$ cat src/rtl/sia_pkg.sv
package sia_pkg;

  typedef enum logic [2:0] {
    OP_ZADD    = 3'd0,
    OP_S1ADD   = 3'd1,
    OP_S2ADD   = 3'd2,
    OP_S3ADD   = 3'd3,
    OP_S1ZADD  = 3'd4,
    OP_S2ZADD  = 3'd5,
    OP_S3ZADD  = 3'd6,
    OP_ZSHL    = 3'd7
  } sia_op_e;

  typedef struct packed {
    logic       zext;
    logic       use_imm;
    logic [1:0] scale;
  } sia_ctl_t;

endpackage

$ cat src/rtl/sia_decode.sv
module sia_decode
  import sia_pkg::*;
(
  input  logic [2:0] op_sel,
  output sia_ctl_t   ctl
);

  always_comb begin
    ctl = '0;
    case (sia_op_e'(op_sel))
      OP_ZADD:   begin ctl.zext = 1'b1; ctl.scale = 2'd0; end
      OP_S1ADD:  begin ctl.zext = 1'b0; ctl.scale = 2'd1; end
      OP_S2ADD:  begin ctl.zext = 1'b0; ctl.scale = 2'd2; end
      OP_S3ADD:  begin ctl.zext = 1'b0; ctl.scale = 2'd3; end
      OP_S1ZADD: begin ctl.zext = 1'b1; ctl.scale = 2'd1; end
      OP_S2ZADD: begin ctl.zext = 1'b1; ctl.scale = 2'd2; end
      OP_S3ZADD: begin ctl.zext = 1'b1; ctl.scale = 2'd3; end
      OP_ZSHL:   begin ctl.zext = 1'b1; ctl.use_imm = 1'b1; end
      default:   ctl = '0;
    endcase
  end

endmodule

$ cat src/rtl/sia_shift_add.sv
module sia_shift_add
  import sia_pkg::*;
#(
  parameter int XLEN = 64,
  parameter int WORD = 32,
  localparam int SHW = $clog2(XLEN)
) (
  input  sia_ctl_t          ctl,
  input  logic [XLEN-1:0]   opnd_a,
  input  logic [XLEN-1:0]   opnd_b,
  input  logic [SHW-1:0]    shamt,
  output logic [XLEN-1:0]   sum
);

  logic [XLEN-1:0] base;
  logic [XLEN-1:0] addend;
  logic [SHW-1:0]  amt;
  logic [XLEN-1:0] shifted;

  always_comb begin
    if (ctl.zext) base = {{(XLEN-WORD){1'b0}}, opnd_a[WORD-1:0]};
    else          base = opnd_a;
  end

  always_comb begin
    if (ctl.use_imm) begin
      amt    = shamt;
      addend = '0;
    end else begin
      amt    = SHW'(ctl.scale);
      addend = opnd_b;
    end
  end

  assign shifted = base << amt;
  assign sum     = shifted + addend;

endmodule

$ cat src/rtl/sia_out_stage.sv
module sia_out_stage #(
  parameter int XLEN    = 64,
  parameter bit REG_OUT = 1'b1
) (
  input  logic            clk,
  input  logic            rst_n,
  input  logic            in_valid,
  input  logic [XLEN-1:0] d,
  output logic            out_valid,
  output logic [XLEN-1:0] q
);

  generate
    if (REG_OUT) begin : g_reg
      logic [XLEN-1:0] data_d, data_q;
      logic            vld_d, vld_q;

      always_comb begin
        vld_d  = in_valid;
        data_d = data_q;
        if (in_valid) data_d = d;
      end

      always_ff @(posedge clk or negedge rst_n) begin
        if (!rst_n) begin
          vld_q  <= 1'b0;
          data_q <= '0;
        end else begin
          vld_q  <= vld_d;
          data_q <= data_d;
        end
      end

      assign out_valid = vld_q;
      assign q         = data_q;

      a_r8_valid_drop: assert property (@(posedge clk) disable iff (!rst_n)
        !in_valid |=> !out_valid);
      a_r8_hold: assert property (@(posedge clk) disable iff (!rst_n)
        !in_valid |=> $stable(q));
      a_r7_capture: assert property (@(posedge clk) disable iff (!rst_n)
        in_valid |=> (out_valid && q == $past(d)));
    end else begin : g_comb
      assign out_valid = in_valid;
      assign q         = d;
    end
  endgenerate

endmodule

$ cat src/rtl/scaled_index_adder.sv
module scaled_index_adder
  import sia_pkg::*;
#(
  parameter int XLEN    = 64,
  parameter int WORD    = 32,
  parameter bit REG_OUT = 1'b1,
  localparam int SHW    = $clog2(XLEN)
) (
  input  logic            clk,
  input  logic            rst_n,
  input  logic            in_valid,
  input  logic [2:0]      op_sel,
  input  logic [XLEN-1:0] opnd_a,
  input  logic [XLEN-1:0] opnd_b,
  input  logic [SHW-1:0]  shamt,
  output logic            out_valid,
  output logic [XLEN-1:0] result
);

  sia_ctl_t        ctl;
  logic [XLEN-1:0] sum;

  sia_decode u_dec (
    .op_sel (op_sel),
    .ctl    (ctl)
  );

  sia_shift_add #(.XLEN(XLEN), .WORD(WORD)) u_sa (
    .ctl    (ctl),
    .opnd_a (opnd_a),
    .opnd_b (opnd_b),
    .shamt  (shamt),
    .sum    (sum)
  );

  sia_out_stage #(.XLEN(XLEN), .REG_OUT(REG_OUT)) u_out (
    .clk       (clk),
    .rst_n     (rst_n),
    .in_valid  (in_valid),
    .d         (sum),
    .out_valid (out_valid),
    .q         (result)
  );

  // zero-extended add with a zero base never reaches the upper half
  a_r1_upper_clear: assert property (@(posedge clk) disable iff (!rst_n)
    (op_sel == 3'd0 && opnd_b == '0) |-> (sum[XLEN-1:WORD] == '0));
  // a scaled add with a zero base leaves bit 0 clear
  a_r2_low_bit: assert property (@(posedge clk) disable iff (!rst_n)
    (op_sel inside {3'd1, 3'd2, 3'd3, 3'd4, 3'd5, 3'd6} && opnd_b == '0) |-> (sum[0] == 1'b0));
  // immediate shift by zero returns the zero-extended low word
  a_r4_zero_shift: assert property (@(posedge clk) disable iff (!rst_n)
    (op_sel == 3'd7 && shamt == '0) |-> (sum == {{(XLEN-WORD){1'b0}}, opnd_a[WORD-1:0]}));
  // triple-scaled zero-extended add with zero base stays below bit WORD+3
  a_r3_width: assert property (@(posedge clk) disable iff (!rst_n)
    (op_sel == 3'd6 && opnd_b == '0) |-> (sum[XLEN-1:WORD+3] == '0));

endmodule

$ cat config.mk
export PLATFORM = sky130hd
export DESIGN_NAME = scaled_index_adder
export DESIGN_NICKNAME = d
export VERILOG_FILES = /design/src/rtl/sia_pkg.sv /design/src/rtl/sia_decode.sv /design/src/rtl/sia_shift_add.sv /design/src/rtl/sia_out_stage.sv /design/src/rtl/scaled_index_adder.sv
export SDC_FILE = /design/constraint.sdc
export NUM_CORES = 1
export LEC_CHECK = 0
export BUFFER_PORTS_ARGS = -buffer_cell sky130_fd_sc_hd__buf_2
export CAP_MARGIN = 15
export CORE_ASPECT_RATIO = 1.4
export CORE_MARGIN = 1.5
export CORE_UTILIZATION = 45
export CTS_BUF_LIST = sky130_fd_sc_hd__clkbuf_16
export DETAILED_ROUTE_END_ITERATION = 12
export HOLD_SLACK_MARGIN = 0.08
export PLACE_DENSITY = 0.67
export SLEW_MARGIN = 10
export SYNTH_ARGS = -nofsm -noshare
export SYNTH_HDL_FRONTEND = slang
export SYNTH_HIERARCHICAL = 1
export SYNTH_SLANG_ARGS = --single-unit
$ cat constraint.sdc
create_clock -name clk -period 0.9 [get_ports clk]
set_clock_uncertainty 0.05 [all_clocks]
set_input_delay 0.225 -clock clk [delete_from_list [all_inputs] [get_ports clk]]
set_output_delay 0.225 -clock clk [all_outputs]
set_load 0.03 [all_outputs]
Word-level counts from Yosys, hierarchy flattened --
Index checks and enable logic that the tools add are counted.
Storage, ports and cells: register bits 65, bits of input ports 140, word-level logic and storage cells 23
Cells by class: add/sub/neg operators 1, equality and inequality tests 7, shifts and indexed selects 1, mux-type cells 6, reductions and logical operators 6
Operators with widths (number):
- 2-to-1 mux 64 bit | 2
- adder 64 bit | 1
- << shifter 64 x 6 -> 64 bit | 1
- equality test 3 bit, second input constant | 4
- equality test 3 x 2 -> 1 bit, second input constant | 2
- 2-to-1 mux 6 bit | 1
- case mux 2 bit (3 select lines) | 1
- OR reduction 2 bit | 3
- OR reduction 5 bit | 1
- equality test 3 x 1 -> 1 bit, second input constant | 1
- logical NOT 3 bit | 1
- OR reduction 3 bit | 1
- case mux 1 bit (2 select lines) | 1
- 2-to-1 mux 1 bit | 1

Depth between registers and ports, before layout --
depth in word-level cells 6, gate-level depth with buffers 26, gate-level depth less buffers 22

Cells and area by module --
Netlist, hierarchy kept.
Modules (own cells, without submodules):
- sia_shift_add | instances 1, cells an instance 1248, area each 8242.9 um^2, seq. area each 0.0 um^2
- sia_out_stage | instances 1, cells an instance 136, area each 2703.8 um^2, seq. area each 1626.6 um^2
- sia_decode | instances 1, cells an instance 5, area each 38.8 um^2, seq. area each 0.0 um^2

Worst setup path after synthesis --
No wires, ideal clock.
kind input to register, start point input op_sel[2], end point register u_out.g_reg.data_q[63] (netlist: u_out/q[63]), arrival 4660 ps, data required time 725 ps, path slack -3935 ps, stages on the path 24, cell sequence and3_2 -> buf_6 -> mux2_4 -> buf_6 -> buf_4 -> buf_2 -> mux2i_1 -> mux2i_1 -> a21oi_1 -> mux2i_1 -> mux2i_1 -> o21ai_0 -> ha_1 -> buf_2 -> nand4_1 -> nor2_1 -> nand3_1 -> or3_1 -> or4_1 -> o21ai_2 -> a21o_1 -> a21oi_1 -> xor2_1 -> mux2_2
On the way: longest elaborated chain between the ends 6
RTL lines:
- from (decl) | RTL line scaled_index_adder.sv:12 | input logic [2:0] op_sel,
- equality test 3 bit (tied with other cells) | RTL line sia_decode.sv:10 | case (sia_op_e'(op_sel))
- OR reduction 5 bit (no source line) (tied with other cells)
- case mux 1 bit (2 select lines) / case mux 2 bit (3 select lines) (equally long branches) | RTL line sia_decode.sv:10
- 2-to-1 mux 64 bit / 2-to-1 mux 6 bit (equally long branches) | RTL line sia_shift_add.sv:21, sia_shift_add.sv:26
- << shifter 64 x 6 -> 64 bit | RTL line sia_shift_add.sv:35 | assign shifted = base << amt;
- adder 64 bit (*) | RTL line sia_shift_add.sv:36 | assign sum = shifted + addend;
- via sum[63] | RTL line scaled_index_adder.sv:21 | logic [XLEN-1:0] sum;
- to (signal assigned) | RTL line sia_out_stage.sv:30 | data_q <= data_d;
- to (decl) | RTL line sia_out_stage.sv:15 | logic [XLEN-1:0] data_d, data_q;
Mark *: on every way through the listed nets, which the timed path passes. The rest lies on a longest branch. A chain may end at the register's enable or synchronous reset.

==> run summary <==
## Critical path
• **peak per-stage delay on the critical path** 0.44 ns
• **category of the most critical setup path** input pin to flip-flop
• **Worst Setup End Kind** flip-flop
• **Crit Path Max Fanout** 10
• **Worst EP arrival** 4.90 ns
• **crit start category** input pin
• **crit-path leading delay family** simple AND/OR/NAND/NOR gates
• **Buf+Inv Stages, Crit Path** 5
• **Cell Chain, Critical Path** buf_12, and3_4, mux2_4, buf_6, mux2i_2, mux2i_1, mux2i_1, buf_4, mux2i_4, buf_4, a22o_1, ha_4, and3_4, and2_4, nand3_4, or3_4, or4_4, o21ai_4, a21boi_2, buf_4, xnor2_1, mux2_4
• **Reg2Reg Launch Point** u_out/q[9]
• **source of the critical timing path** op_sel[2]
• **required time at the endpoint of the critical path** 1.09 ns
• **slowest cell on the critical path** sky130_fd_sc_hd__or4_4
• **most common cell type on the critical path** sky130_fd_sc_hd__buf_4

## GRT
• **first-pass GRT wire length** 75.1 mm
• **vias in the first global route** 14500
• **initial antenna violation count** 1
• **total routing resource utilization after global routing** 37.6%
• **GR Overflow Total** 0
• **maximum number of pins on one net before global-route repair** 46

## Route
• **Iteration-0 DRC Markers** 1029
• **number of DRC violations after detailed routing** 0
• **ratio of routed vias to standard cells** 6.03
• **post-route antenna net violation count** 0
• **vias post-DR** 14300
• **routed wirelength normalized by instance count** 21.5 um
• **routed wire length** 51.1 mm
• **1st-pass router iterations** 5

## Yosys
• **Synthesis Warnings** 6
• **synthesized instance count** 1389
• **Yosys cell types** 80
• **asr flop ratio synth** 100%
• **total nets after synthesis** 1594
• **number of synthesized flops with an enable pin** 0
• **prevailing post-synth register cell** sky130_fd_sc_hd__dfrtp_1
• **multiplexer share of the synthesized area** 24.7%
• **mean post-synth cell area** 7.91 um2
• **post-synthesis share of cell area spent on xor and xnor gates** 4.86%
• **post-synthesis sequential area ratio** 14.8%
• **complex-gate fraction of the synthesized area** 21.9%
• **post-synthesis adder-cell area fraction** 7.47%
• **synthesized area** 0.0110 mm2
• **flip-flop and latch count after synthesis** 65
• **largest family of logic cells by synthesized area** multiplexers
• **area fraction in and, or, nand and nor cells after synthesis** 20.8%

## Final layout
• **final net count** 2267
• **post-route core utilization** 80.1%
• **Post-Layout Cell Count** 2377
• **Finished Cell Area** 0.0192 mm2
• **total inserted antenna cells** 0
• **post-synthesis to final-layout area growth** 74.9%
• **layout cells sized above 1** 57.9%
• **fill cell instance count of the final layout** 1519
• **multi-input combinational cell area** 0.0110 mm2
• **area taken by flip-flops and latches** 0.00163 mm2

## Die
• **Core Area** 0.0240 mm2
• **die area** 0.0254 mm2
• **die boundary width** 135 um
• **Die Span Y** 188 um
• **starting density of the core** 45.8%
• **row count** 67
• **number of top-level pins** 205

## STA
• **post-route fraction of the period consumed by the critical path** 524%
• **post-layout min period** 4.72 ns
• **setup slack of the critical path after layout** -3.82 ns
• **Hold Vio Cnt, Final** 0
• **endpoints failing setup** 129
• **RSZ-0062 raised after global routing** yes
• **Max Fclk** 0.212 GHz
• **normalized max-slew margin** 63.7%
• **transition time at the pin with the least slew margin** 0.542 ns
• **Max Transition Viols Final** 0

## Place
• **Final HPWL DP** 35.6 mm
• **Placed Cells** 2272
• **dpl cell area** 0.0159 mm2
• **Port Buf Inserts** 204
• **final weighted congestion in routability-driven placement** 0.980

## Pwr
• **Static Leakage** 9.12 nW
• **total power consumption of the routed design** 36.8 mW
• **worst vdd ir** 1670 uV
• **ratio of total power to cell area** 1910 mW/mm2

## Clock tree
• **maximum level of the CTS H-tree** 3
• **TritonCTS clock tree** yes
• **total clock sinks** 65
• **clock input transition at the sequential cells of the worst setup and hold paths** 0.06 ns
• **Max Root-Sink Buffers** 2
• **buffer cell driving the clock tree root** sky130_fd_sc_hd__clkbuf_16
• **clock latency of the later-clocked register in the worst-skew pair** 0.35 ns
• **cts bufs inserted** 9

## Run
• **total of max-cap violations** 0

## Min path
• **Min-Delay Path Class** input pin to flip-flop
• **hold path start** in_valid

## Outcome
• **status** complete, but fails checks
• **violated checks** setup timing

sequential cells by signal, indices dropped and copies added (netlist names):
register / flops
u_out/q: 64
u_out/out_valid: 1
final timing paths:
path / to / slack [ns] / depth (start not counted)
max in group asynchronous: u_out/q[58] / 0.09 / 3
setup / recovery: u_out/q[59] / -3.82 / 22
min in group asynchronous: u_out/q[2] / 0.28 / 2
hold reg to reg: u_out/q[38] / 0.45 / 1
setup reg to reg: u_out/q[9] / 0.01 / 1
hold / removal: u_out/q[22] / 0.23 / 2
layout by cell type, fill, tap and decap left out, types with 9 or more instances in the layout:
cell                        netlist  layout
sky130_fd_sc_hd__nor2_2           0      19
sky130_fd_sc_hd__o21bai_1        14      12
sky130_fd_sc_hd__nand2_2          2      13
sky130_fd_sc_hd__inv_1           19      18
sky130_fd_sc_hd__mux2i_1        140      72
sky130_fd_sc_hd__nand4_1         17      17
sky130_fd_sc_hd__buf_12           6      17
sky130_fd_sc_hd__mux2i_2          0      36
sky130_fd_sc_hd__xor2_1          23      19
sky130_fd_sc_hd__o211ai_1        10      10
sky130_fd_sc_hd__a21o_1          33      33
sky130_fd_sc_hd__nand3_1         24      19
sky130_fd_sc_hd__o21ai_1          4      27
sky130_fd_sc_hd__buf_2           19     160
sky130_fd_sc_hd__a21oi_4          0       9
sky130_fd_sc_hd__o21ai_0         74      23
sky130_fd_sc_hd__ha_4             0      26
sky130_fd_sc_hd__and3_1          23      16
sky130_fd_sc_hd__mux2_4          61      65
sky130_fd_sc_hd__xnor2_1         38      31
sky130_fd_sc_hd__a211oi_1        18      10
sky130_fd_sc_hd__nand2_1        172     156
sky130_fd_sc_hd__nor3_1          20      12
sky130_fd_sc_hd__buf_6            7      97
sky130_fd_sc_hd__ha_1            64      35
sky130_fd_sc_hd__a21oi_2          2      56
sky130_fd_sc_hd__a21oi_1        140      77
sky130_fd_sc_hd__o21ai_2          2      24
sky130_fd_sc_hd__clkbuf_16        0       9
sky130_fd_sc_hd__mux2i_4          3      35
sky130_fd_sc_hd__nor2_1         105      78
sky130_fd_sc_hd__dfrtp_1         65      65
sky130_fd_sc_hd__buf_4            1     479
sky130_fd_sc_hd__nor2b_1         73      73
sky130_fd_sc_hd__and3_4           0       9
sky130_fd_sc_hd__mux4_2          12      12
stage by stage:
stage	setup slack [ns]	hold slack (ns)	setup TNS, ns
after floorplan	-3.83	-0.121	-193.97
after global placement	-4.30	0.127	-227.12
after detailed placement	-4.41	0.135	-229.03
after CTS	-3.56	0.219	-209.15
after global routing	-3.91	0.218	-229.81
final	-3.82	0.232	-223.01
cell families (layout without fill, tap and decap cells):
family	count (synthesis)	count (layout)
xor gates and xnor gates	61	61
DFF	65	65
and+or+nand+nor	480	480
muxes	221	222
AOI/OAI and AO/OA	382	382
adders and majority gates	65	65
buffers and inverters	115	792
synthesized netlist by cell type (all sizes together) (6+ instances only):
cell      n  area share (%)
mux2i   143              13
a21o     33             2.3
ha       64             7.3
nand2   174             6.0
a31oi    15            0.91
nor2b    73             4.2
xnor2    38             3.0
a221oi    7            0.61
o21bai   14            0.96
nor4      6            0.34
mux4     12             2.5
a21oi   142             6.5
and3     25             1.4
a211oi   18             1.2
buf      41             3.0
nand2b    7            0.40
xor2     23             1.8
nor2    105             3.6
clkbuf   55             1.9
o21a     10            0.68
mux2     66             8.8
nand3    25             1.2
o22ai     6            0.34
and2     13            0.76
nand4    17            0.97
o21ai    80             3.7
dfrtp    65              15
nor3     21             1.0
inv      19            0.65
o211ai   10            0.68
area by class of cell:
cell class | count | share of cell area [%]
Inverter | 19 | 0.371
Sequential cell | 65 | 8.46
Timing Repair Buffer | 757 | 30.6
Clock buffer | 9 | 1.17
Clock inverter | 7 | 0.195
Tap cell | 310 | 2.02
Multi-Input combinational cell | 1210 | 57.1
where the power goes:
group	total (mW)	internal [mW]	switching, mW
logic	28.3	14.1	14.2
registers	5.24	4.27	0.974
clock network	3.22	1.83	1.40
per-layer routing:
layer	wire length (um)	global-route usage (%)	share of wire, %
met3	2700	4.43	5.3
met5	12	0	0.023
met4	3970	23.7	7.8
met2	26000	68.3	51
met1	18400	41.0	36
timing repair:
item | in CTS | in global routing
buffers inserted | 77 | 23
pin swaps | 113 | 50
gates cloned | 3 | 0
endpoints found under the setup margin | 129 | 180
hold buffers | 1 | 0
endpoints found under the hold margin | 5 | 0
gates resized for setup | 432 | 113
(Power assumes the default switching activity.)
